$ cat config.mk
export PLATFORM = sky130hd
export DESIGN_NAME = miss_track
export DESIGN_NICKNAME = d
export VERILOG_FILES = /design/src/rtl/mt_pkg.sv /design/src/rtl/mt_fill_table.sv /design/src/rtl/mt_pend_queue.sv /design/src/rtl/mt_fetch_port.sv /design/src/rtl/miss_track.sv
export SDC_FILE = /design/constraint.sdc
export NUM_CORES = 1
export LEC_CHECK = 0
export ABC_AREA = 0
export ABC_CLOCK_PERIOD_IN_PS = 2800
export BUFFER_PORTS_ARGS = -buffer_cell sky130_fd_sc_hd__buf_2
export CORE_UTILIZATION = 40
export CTS_BUF_LIST = sky130_fd_sc_hd__clkbuf_4
export DETAILED_ROUTE_END_ITERATION = 7
export PLACE_DENSITY_LB_ADDON = 0.12
export SETUP_SLACK_MARGIN = 0.4
export SYNTH_ARGS = -nofsm -noshare
export SYNTH_HDL_FRONTEND = slang
export SYNTH_SLANG_ARGS = --single-unit
$ cat constraint.sdc
create_clock -name clk -period 2.8 [get_ports clk]
set_input_delay 0.42 -clock clk [delete_from_list [all_inputs] [get_ports clk]]
set_output_delay 0.42 -clock clk [all_outputs]
set_load 0.05 [all_outputs]
$ cat src/rtl/mt_pkg.sv
package mt_pkg;
  // Life cycle of one fill slot
  typedef enum logic [1:0] {
    FE_FREE   = 2'd0,  // unused
    FE_WAIT   = 2'd1,  // allocated, fetch not yet handed to the bus
    FE_BUSY   = 2'd2,  // fetch accepted, refill outstanding
    FE_LANDED = 2'd3   // refill done, replays may still be pending
  } fe_state_e;
endpackage

$ cat src/rtl/mt_fill_table.sv
module mt_fill_table
  import mt_pkg::*;
#(
  parameter int FILL_N = 4,
  parameter int LINE_W = 26,
  localparam int SLOT_W = (FILL_N > 1) ? $clog2(FILL_N) : 1
) (
  input  logic                           clk,
  input  logic                           rst_n,
  input  logic [LINE_W-1:0]              lookup_line,
  input  logic                           alloc_en,
  input  logic                           issue_en,
  input  logic [SLOT_W-1:0]              issue_slot,
  input  logic                           land_en,
  input  logic [SLOT_W-1:0]              land_slot,
  input  logic [FILL_N-1:0]              hold_mask,
  output fe_state_e [FILL_N-1:0]         state_o,
  output logic [FILL_N-1:0][LINE_W-1:0]  line_o,
  output logic [FILL_N-1:0]              match_vec,
  output logic                           free_any,
  output logic [SLOT_W-1:0]              alloc_slot,
  output logic                           wait_any,
  output logic [SLOT_W-1:0]              wait_slot
);

  // Lowest-numbered free slot and lowest-numbered slot awaiting a fetch
  always_comb begin
    free_any   = 1'b0;
    alloc_slot = '0;
    wait_any   = 1'b0;
    wait_slot  = '0;
    for (int i = FILL_N - 1; i >= 0; i--) begin
      if (state_o[i] == FE_FREE) begin
        free_any   = 1'b1;
        alloc_slot = SLOT_W'(i);
      end
      if (state_o[i] == FE_WAIT) begin
        wait_any  = 1'b1;
        wait_slot = SLOT_W'(i);
      end
    end
  end

  for (genvar g = 0; g < FILL_N; g++) begin : g_slot
    fe_state_e          st_q, st_d;
    logic [LINE_W-1:0]  ln_q;
    logic               take;

    assign take         = alloc_en && (alloc_slot == SLOT_W'(g)) && (st_q == FE_FREE);
    assign match_vec[g] = (st_q != FE_FREE) && (ln_q == lookup_line);
    assign state_o[g]   = st_q;
    assign line_o[g]    = ln_q;

    always_comb begin
      st_d = st_q;
      unique case (st_q)
        FE_FREE:   if (take) st_d = FE_WAIT;
        FE_WAIT:   if (issue_en && issue_slot == SLOT_W'(g)) st_d = FE_BUSY;
        FE_BUSY:   if (land_en && land_slot == SLOT_W'(g)) st_d = FE_LANDED;
        FE_LANDED: if (!hold_mask[g]) st_d = FE_FREE;
        default:   st_d = FE_FREE;
      endcase
    end

    always_ff @(posedge clk or negedge rst_n) begin
      if (!rst_n) st_q <= FE_FREE;
      else        st_q <= st_d;
    end

    always_ff @(posedge clk or negedge rst_n) begin
      if (!rst_n)    ln_q <= '0;
      else if (take) ln_q <= lookup_line;
    end
  end

endmodule

$ cat src/rtl/mt_pend_queue.sv
module mt_pend_queue #(
  parameter int PEND_N = 4,
  parameter int FILL_N = 4,
  parameter int ID_W   = 6,
  localparam int SLOT_W = (FILL_N > 1) ? $clog2(FILL_N) : 1,
  localparam int PIDX_W = (PEND_N > 1) ? $clog2(PEND_N) : 1,
  localparam int CNT_W  = $clog2(PEND_N + 1)
) (
  input  logic               clk,
  input  logic               rst_n,
  input  logic               push_en,
  input  logic [SLOT_W-1:0]  push_slot,
  input  logic [ID_W-1:0]    push_id,
  input  logic [FILL_N-1:0]  landed_mask,
  output logic               pop_valid,
  output logic [ID_W-1:0]    pop_id,
  output logic [SLOT_W-1:0]  pop_slot,
  output logic [CNT_W-1:0]   count_o,
  output logic               full_o,
  output logic [FILL_N-1:0]  ref_mask
);

  // Entries 0..count-1 are live, index 0 being the oldest
  logic [CNT_W-1:0]               cnt_q, cnt_d;
  logic [PEND_N-1:0][SLOT_W-1:0]  slot_q, slot_d;
  logic [PEND_N-1:0][ID_W-1:0]    id_q, id_d;
  logic [PIDX_W-1:0]              pop_idx;
  logic                           upd;

  // Oldest live entry whose line has landed
  always_comb begin
    pop_valid = 1'b0;
    pop_idx   = '0;
    for (int i = PEND_N - 1; i >= 0; i--) begin
      if ((CNT_W'(i) < cnt_q) && landed_mask[slot_q[i]]) begin
        pop_valid = 1'b1;
        pop_idx   = PIDX_W'(i);
      end
    end
  end

  assign pop_id   = id_q[pop_idx];
  assign pop_slot = slot_q[pop_idx];
  assign count_o  = cnt_q;
  assign full_o   = (cnt_q == CNT_W'(PEND_N));

  always_comb begin
    ref_mask = '0;
    for (int i = 0; i < PEND_N; i++) begin
      if (CNT_W'(i) < cnt_q) ref_mask[slot_q[i]] = 1'b1;
    end
  end

  // Remove the popped entry by shifting younger ones down, then append
  always_comb begin
    slot_d = slot_q;
    id_d   = id_q;
    cnt_d  = cnt_q;
    if (pop_valid) begin
      for (int i = 0; i < PEND_N - 1; i++) begin
        if (PIDX_W'(i) >= pop_idx) begin
          slot_d[i] = slot_q[i+1];
          id_d[i]   = id_q[i+1];
        end
      end
      cnt_d = cnt_d - CNT_W'(1);
    end
    if (push_en) begin
      slot_d[PIDX_W'(cnt_d)] = push_slot;
      id_d[PIDX_W'(cnt_d)]   = push_id;
      cnt_d = cnt_d + CNT_W'(1);
    end
  end

  assign upd = push_en | pop_valid;

  always_ff @(posedge clk or negedge rst_n) begin
    if (!rst_n) cnt_q <= '0;
    else        cnt_q <= cnt_d;
  end

  always_ff @(posedge clk or negedge rst_n) begin
    if (!rst_n) begin
      slot_q <= '0;
      id_q   <= '0;
    end else if (upd) begin
      slot_q <= slot_d;
      id_q   <= id_d;
    end
  end

endmodule

$ cat src/rtl/mt_fetch_port.sv
module mt_fetch_port #(
  parameter int FILL_N = 4,
  parameter int LINE_W = 26,
  localparam int SLOT_W = (FILL_N > 1) ? $clog2(FILL_N) : 1
) (
  input  logic                           clk,
  input  logic                           rst_n,
  input  logic                           wait_any,
  input  logic [SLOT_W-1:0]              wait_slot,
  input  logic [FILL_N-1:0][LINE_W-1:0]  line_tab,
  input  logic                           fetch_ready,
  output logic                           fetch_valid,
  output logic [SLOT_W-1:0]              fetch_slot,
  output logic [LINE_W-1:0]              fetch_line,
  output logic                           issue_en
);

  logic              busy_q, busy_d;
  logic [SLOT_W-1:0] slot_q, slot_d;
  logic              load;

  // Latch one waiting slot and hold it until the handshake completes
  always_comb begin
    busy_d = busy_q;
    slot_d = slot_q;
    load   = 1'b0;
    if (busy_q) begin
      if (fetch_ready) busy_d = 1'b0;
    end else if (wait_any) begin
      busy_d = 1'b1;
      slot_d = wait_slot;
      load   = 1'b1;
    end
  end

  always_ff @(posedge clk or negedge rst_n) begin
    if (!rst_n) busy_q <= 1'b0;
    else        busy_q <= busy_d;
  end

  always_ff @(posedge clk or negedge rst_n) begin
    if (!rst_n)    slot_q <= '0;
    else if (load) slot_q <= slot_d;
  end

  assign fetch_valid = busy_q;
  assign fetch_slot  = slot_q;
  assign fetch_line  = line_tab[slot_q];
  assign issue_en    = busy_q & fetch_ready;

endmodule

$ cat src/rtl/miss_track.sv
module miss_track
  import mt_pkg::*;
#(
  parameter int FILL_N = 4,
  parameter int PEND_N = 4,
  parameter int LINE_W = 26,
  parameter int ID_W   = 6,
  localparam int SLOT_W = (FILL_N > 1) ? $clog2(FILL_N) : 1,
  localparam int PCNT_W = $clog2(PEND_N + 1)
) (
  input  logic               clk,
  input  logic               rst_n,
  input  logic               miss_valid,
  input  logic [LINE_W-1:0]  miss_line,
  input  logic [ID_W-1:0]    miss_id,
  output logic               core_stall,
  output logic               fetch_valid,
  input  logic               fetch_ready,
  output logic [LINE_W-1:0]  fetch_line,
  output logic [SLOT_W-1:0]  fetch_slot,
  input  logic               fill_done_valid,
  input  logic [SLOT_W-1:0]  fill_done_slot,
  output logic               replay_valid,
  output logic [ID_W-1:0]    replay_id,
  output logic [LINE_W-1:0]  replay_line,
  input  logic               drain_req,
  output logic               drain_done
);

  fe_state_e [FILL_N-1:0]         fill_state;
  logic [FILL_N-1:0][LINE_W-1:0]  fill_lines;
  logic [FILL_N-1:0]              match_vec, landed_mask, ref_mask, hold_mask;
  logic                           free_any, wait_any, issue_en;
  logic [SLOT_W-1:0]              alloc_slot, wait_slot, hit_slot, pop_slot;
  logic                           hit, accept, alloc_en, push_en;
  logic                           pend_full;
  logic [PCNT_W-1:0]              pend_cnt;
  logic                           all_free;
  logic                           drain_q, drain_d;

  // Line lookup against occupied slots
  always_comb begin
    hit      = 1'b0;
    hit_slot = '0;
    for (int i = FILL_N - 1; i >= 0; i--) begin
      if (match_vec[i]) begin
        hit      = 1'b1;
        hit_slot = SLOT_W'(i);
      end
    end
  end

  always_comb begin
    all_free = 1'b1;
    for (int i = 0; i < FILL_N; i++) begin
      if (fill_state[i] != FE_FREE) all_free = 1'b0;
    end
  end

  for (genvar g = 0; g < FILL_N; g++) begin : g_land
    assign landed_mask[g] = (fill_state[g] == FE_LANDED);
  end

  assign core_stall = drain_q | (miss_valid & (hit ? pend_full : ~free_any));
  assign accept     = miss_valid & ~core_stall;
  assign alloc_en   = accept & ~hit;
  assign push_en    = accept & hit;
  assign hold_mask  = ref_mask | (push_en ? (FILL_N'(1) << hit_slot) : '0);

  mt_fill_table #(.FILL_N(FILL_N), .LINE_W(LINE_W)) u_fill (
    .clk         (clk),
    .rst_n       (rst_n),
    .lookup_line (miss_line),
    .alloc_en    (alloc_en),
    .issue_en    (issue_en),
    .issue_slot  (fetch_slot),
    .land_en     (fill_done_valid),
    .land_slot   (fill_done_slot),
    .hold_mask   (hold_mask),
    .state_o     (fill_state),
    .line_o      (fill_lines),
    .match_vec   (match_vec),
    .free_any    (free_any),
    .alloc_slot  (alloc_slot),
    .wait_any    (wait_any),
    .wait_slot   (wait_slot)
  );

  mt_pend_queue #(.PEND_N(PEND_N), .FILL_N(FILL_N), .ID_W(ID_W)) u_pend (
    .clk         (clk),
    .rst_n       (rst_n),
    .push_en     (push_en),
    .push_slot   (hit_slot),
    .push_id     (miss_id),
    .landed_mask (landed_mask),
    .pop_valid   (replay_valid),
    .pop_id      (replay_id),
    .pop_slot    (pop_slot),
    .count_o     (pend_cnt),
    .full_o      (pend_full),
    .ref_mask    (ref_mask)
  );

  mt_fetch_port #(.FILL_N(FILL_N), .LINE_W(LINE_W)) u_fetch (
    .clk         (clk),
    .rst_n       (rst_n),
    .wait_any    (wait_any),
    .wait_slot   (wait_slot),
    .line_tab    (fill_lines),
    .fetch_ready (fetch_ready),
    .fetch_valid (fetch_valid),
    .fetch_slot  (fetch_slot),
    .fetch_line  (fetch_line),
    .issue_en    (issue_en)
  );

  assign replay_line = fill_lines[pop_slot];

  // Drain control
  assign drain_done = drain_q & all_free & (pend_cnt == '0);

  always_comb begin
    drain_d = drain_q;
    if (drain_done)     drain_d = 1'b0;
    else if (drain_req) drain_d = 1'b1;
  end

  always_ff @(posedge clk or negedge rst_n) begin
    if (!rst_n) drain_q <= 1'b0;
    else        drain_q <= drain_d;
  end

endmodule

==> impl_metrics.xml <==
<?xml version="1.0" encoding="UTF-8"?>
<metrics>
  <group name="drt">
    <metric name="viasPerCell" unit="">5.37</metric>
    <metric name="detail_route.drc_violations" unit="">0</metric>
    <metric name="route.vias.total" unit="">7879</metric>
    <metric name="finalWirelength" unit="um">32600</metric>
    <metric name="antenna_left" unit="">0</metric>
    <metric name="routed_wire_length_per_instance" unit="um">22.2</metric>
    <metric name="first_iter_violations" unit="">427</metric>
    <metric name="drtPass1Iterations" unit="">5</metric>
  </group>
  <group name="pwr">
    <metric name="peakVddDrop" unit="V">0.00125</metric>
    <metric name="power.static_leakage" unit="nW">6.97</metric>
    <metric name="internal-power" unit="W">0.00811</metric>
    <metric name="netSwitchingPower" unit="W">0.00640</metric>
    <metric name="sw_frac_of_total" unit="%">44.1</metric>
    <metric name="seq_power_share" unit="%">18.5</metric>
    <metric name="cellPowerDensity" unit="nW/um^2">945</metric>
    <metric name="power_frac_clock" unit="%">10.0</metric>
    <metric name="power.share.combinational" unit="%">71.5</metric>
  </group>
  <group name="placed_design">
    <metric name="dp_hpwl" unit="um">22400</metric>
    <metric name="port_buffers" unit="">103</metric>
    <metric name="place.gp.congestion" unit="">0.899</metric>
  </group>
  <group name="worst_setup_path">
    <metric name="worst-path-max-fanout" unit="">6</metric>
    <metric name="critical_path_type" unit="">reg2out</metric>
    <metric name="cp.buffers_inverters" unit="">3</metric>
    <metric name="worstPathArrival" unit="ns">3.22</metric>
    <metric name="timing.critical_path.slowest_stage_cell" unit="">mux4_2</metric>
    <metric name="crit_path_cell_trace" unit="">ha_4, mux4_2, nand2b_4, nor2b_4, a211oi_2, o22ai_4, buf_4, clkbuf_16, mux2i_4, mux2i_4, buf_4</metric>
    <metric name="startpoint_type" unit="">register</metric>
    <metric name="worstReg2RegStart" unit="">u_fill.g_slot[1].st_q[0]</metric>
    <metric name="worst_path_largest_cell_delay" unit="ns">0.51</metric>
    <metric name="required" unit="ns">2.38</metric>
    <metric name="crit_family" unit="">multiplexers</metric>
    <metric name="startpoint" unit="">u_fill.g_slot[1].st_q[0]</metric>
    <metric name="critical_path_end_type" unit="">primary output</metric>
  </group>
  <group name="sta">
    <metric name="final_hold_viol_count" unit="">0</metric>
    <metric name="clock-skew-final" unit="ns">0.0461</metric>
    <metric name="timing.slew.headroom" unit="%">51.1</metric>
    <metric name="max_slew.worst_pin.slew" unit="ns">0.734</metric>
    <metric name="setup_viol" unit="">136</metric>
    <metric name="timing.final.ws_setup" unit="ns">-0.840</metric>
    <metric name="min_period_over_period" unit="%">130</metric>
    <metric name="maxSlewViolCount" unit="">0</metric>
    <metric name="period_needed" unit="ns">3.64</metric>
    <metric name="max_freq" unit="MHz">275</metric>
    <metric name="setup_repair_after_global_routing_missed_its_margin" unit="">true</metric>
    <metric name="hold_ws" unit="ns">0.0625</metric>
  </group>
  <group name="yosys">
    <metric name="synthTopCellsByArea" unit="">dfrtp_1 (37%), mux2i_1 (9.1%), mux2_2 (9.0%)</metric>
    <metric name="avgSynthCellArea" unit="um^2">12.4</metric>
    <metric name="synth-seq-area-share" unit="%">36.7</metric>
    <metric name="synthDistinctLibCells" unit="">65</metric>
    <metric name="synth-edff-count" unit="">0</metric>
    <metric name="synth.largest_area_cell" unit="">dfrtp_1</metric>
    <metric name="synth_top_cell_area_share" unit="%">36.7</metric>
    <metric name="syn_area" unit="um^2">10300</metric>
    <metric name="synth_cells" unit="">828</metric>
    <metric name="syn-num-nets" unit="">891</metric>
    <metric name="yosys_most_used_dff" unit="">dfrtp_1</metric>
    <metric name="ys_warn_count" unit="">0</metric>
    <metric name="synth_async_sr_flop_share" unit="%">100</metric>
    <metric name="total_of_flip_flops_plus_latches_after_synthesis" unit="">151</metric>
  </group>
  <group name="status">
    <metric name="failed_checks" unit="">setup timing</metric>
    <metric name="run_status" unit="">finished, violations left</metric>
  </group>
  <group name="layout">
    <metric name="area_growth_syn_to_layout" unit="%">49.0</metric>
    <metric name="mostFrequentLayoutCell" unit="">buf_4</metric>
    <metric name="layout.nets" unit="">1185</metric>
    <metric name="drive_gt1_share" unit="%">62.5</metric>
    <metric name="final_core_utilization" unit="%">60.8</metric>
    <metric name="mostFrequentLayoutCells" unit="">buf_4 (178), dfrtp_1 (148), mux2_4 (77)</metric>
    <metric name="filler_cell_count" unit="">2044</metric>
  </group>
  <group name="floorplan">
    <metric name="die_area" unit="um^2">26400</metric>
    <metric name="start_util" unit="%">40.8</metric>
    <metric name="num_rows" unit="">58</metric>
    <metric name="die_w" unit="um">162</metric>
    <metric name="io_pins" unit="">104</metric>
    <metric name="design.core.area" unit="um^2">25300</metric>
    <metric name="vertical_die_dimension" unit="um">162</metric>
  </group>
  <group name="global_route">
    <metric name="antenna_violations_before_repair" unit="">1</metric>
    <metric name="grt_max_degree" unit="">71</metric>
    <metric name="global_route.overflow_total" unit="">0</metric>
    <metric name="first_pass_grt_wire_length" unit="um">47000</metric>
    <metric name="via_count_of_the_first_global_routing_pass" unit="">7941</metric>
    <metric name="total_global_route_track_usage" unit="%">24.0</metric>
  </group>
  <group name="clock_network">
    <metric name="h-tree-depth" unit="">4</metric>
    <metric name="clk_transition_reported_paths" unit="ns">0.16</metric>
    <metric name="cts_tree" unit="">yes</metric>
    <metric name="max-clock-path-buffers" unit="">2</metric>
    <metric name="clkSinkCount" unit="">151</metric>
    <metric name="numCtsBuffers" unit="">17</metric>
    <metric name="cts-root-buf" unit="">clkbuf_4</metric>
    <metric name="clk-insertion-delay-late" unit="ns">0.59</metric>
  </group>
  <group name="hold_path">
    <metric name="min-delay-start" unit="">drain_req</metric>
    <metric name="hold_crit_class" unit="">in2reg</metric>
  </group>
  <group name="flow_run">
    <metric name="max-cap-violations" unit="">0</metric>
  </group>
</metrics>
-- kinds of logic (layout without fill, tap and decap cells) --
group | after synthesis | after routing | share of synthesized area (%)
flip-flops | 151 | 151 | 36.7
XOR/XNOR | 108 | 108 | 9.18
buffers and inverters | 80 | 387 | 5.10
AND/OR/NAND/NOR | 128 | 128 | 8.06
other | 0 | 1 | 0
multiplexers | 279 | 279 | 34.2
adder cells (fa/ha/maj) | 23 | 23 | 2.79
AO/OA/AOI/OAI | 59 | 59 | 3.95
-- worst reg2reg max path, delay by kind of cell, from the launching register on --
| family | cells | cell delay [ns] |
|---|---|---|
| adder cells (fa/ha/maj) | 1 | 0.16 |
| multiplexers | 1 | 0.31 |
| AND/OR/NAND/NOR | 6 | 1.17 |
| buffers and inverters | 6 | 0.86 |
| flip-flops | 1 | 0.44 |
-- flip-flops by register name, summed over array words and instances, names as in the netlist --
| signal | cells |
|---|---|
| u_fill.g_slot.ln_q | 104 |
| u_pend.id_q | 24 |
| u_fill.g_slot.st_q | 8 |
| u_pend.slot_q | 8 |
| u_pend.count_o | 3 |
| u_fetch.fetch_slot | 2 |
| drain_q | 1 |
| u_fetch.fetch_valid | 1 |
-- per-layer routing --
layer,global-route usage (%),wire (um),up-vias
li1,-,-,3609
met1,32.1,14500,4043
met3,3.06,1060,42
met5,0,0,-
met2,40.2,16100,185
met4,7.33,858,0
-- cells in the mapped netlist, drive strengths merged (10+ instances only) --
| master | count |
|---|---|
| a21oi | 14 |
| buf | 53 |
| clkbuf | 10 |
| dfrtp | 151 |
| ha | 23 |
| inv | 17 |
| mux2 | 155 |
| mux2i | 94 |
| mux4 | 30 |
| nand2 | 27 |
| nand3 | 10 |
| nand4 | 16 |
| nor2 | 26 |
| nor4 | 22 |
| o21ai | 12 |
| xnor2 | 48 |
| xor2 | 60 |
-- layout make-up --
class	instances	area [um^2]	area share (%)
flip-flops and latches	151	3780	24.6
well taps	330	413	2.69
multi-input cells	597	7440	48.5
clock buffers	17	128	0.831
inverters	17	68.8	0.448
clock inverters	15	175	1.14
diodes	1	2.50	0.0163
repair buffers	338	3340	21.8
-- stage by stage --
stage	instances	setup WS [ns]	cell area [um^2]	TNS [ns]	power, W
2_1_floorplan	828	-0.433	10900	-17.56	0.00811
5_1_grt	1466	-0.933	15400	-51.37	0.0152
3_5_place_dp	1375	-0.369	12900	-33.81	0.0104
4_1_cts	1438	-0.863	14300	-27.73	0.0137
3_3_place_gp	1375	-0.324	12900	-29.91	0.0103
6_report	1466	-0.840	15400	-38.12	0.0145
-- path summary, 6_finish.rpt --
check	endpoint	slack [ns]	cells after the start
worst max-delay path	replay_line[20]	-0.84	11
worst min-delay path	drain_q	0.06	3
worst max register to register	u_fill.g_slot[3].ln_q[24]	-0.24	14
worst min register to register	u_pend.id_q[22]	0.56	1
max in group asynchronous	u_fill.g_slot[2].ln_q[10]	1.62	3
min in group asynchronous	drain_q	0.39	2
-- power groups by stage --
stage          combinational [W]  clock [W]  sequential [W]
6_report                  0.0104    0.00145         0.00268
5_1_grt                   0.0109    0.00157         0.00272
4_1_cts                  0.00951    0.00149         0.00268
3_5_place_dp             0.00764          0         0.00271
3_3_place_gp             0.00760          0         0.00270
2_1_floorplan            0.00537          0         0.00274
-- repair_timing --
item / 4_1_cts / 5_1_grt
hold buffers: 1 / 0
endpoints found under the hold margin: 64 / 0
pin swaps: 23 / 15
cloned: 5 / 12
setup buffers: 25 / 15
endpoints found under the setup margin: 206 / 208
gates resized for setup: 206 / 149
No activity file was read; power rests on OpenSTA's default activity.
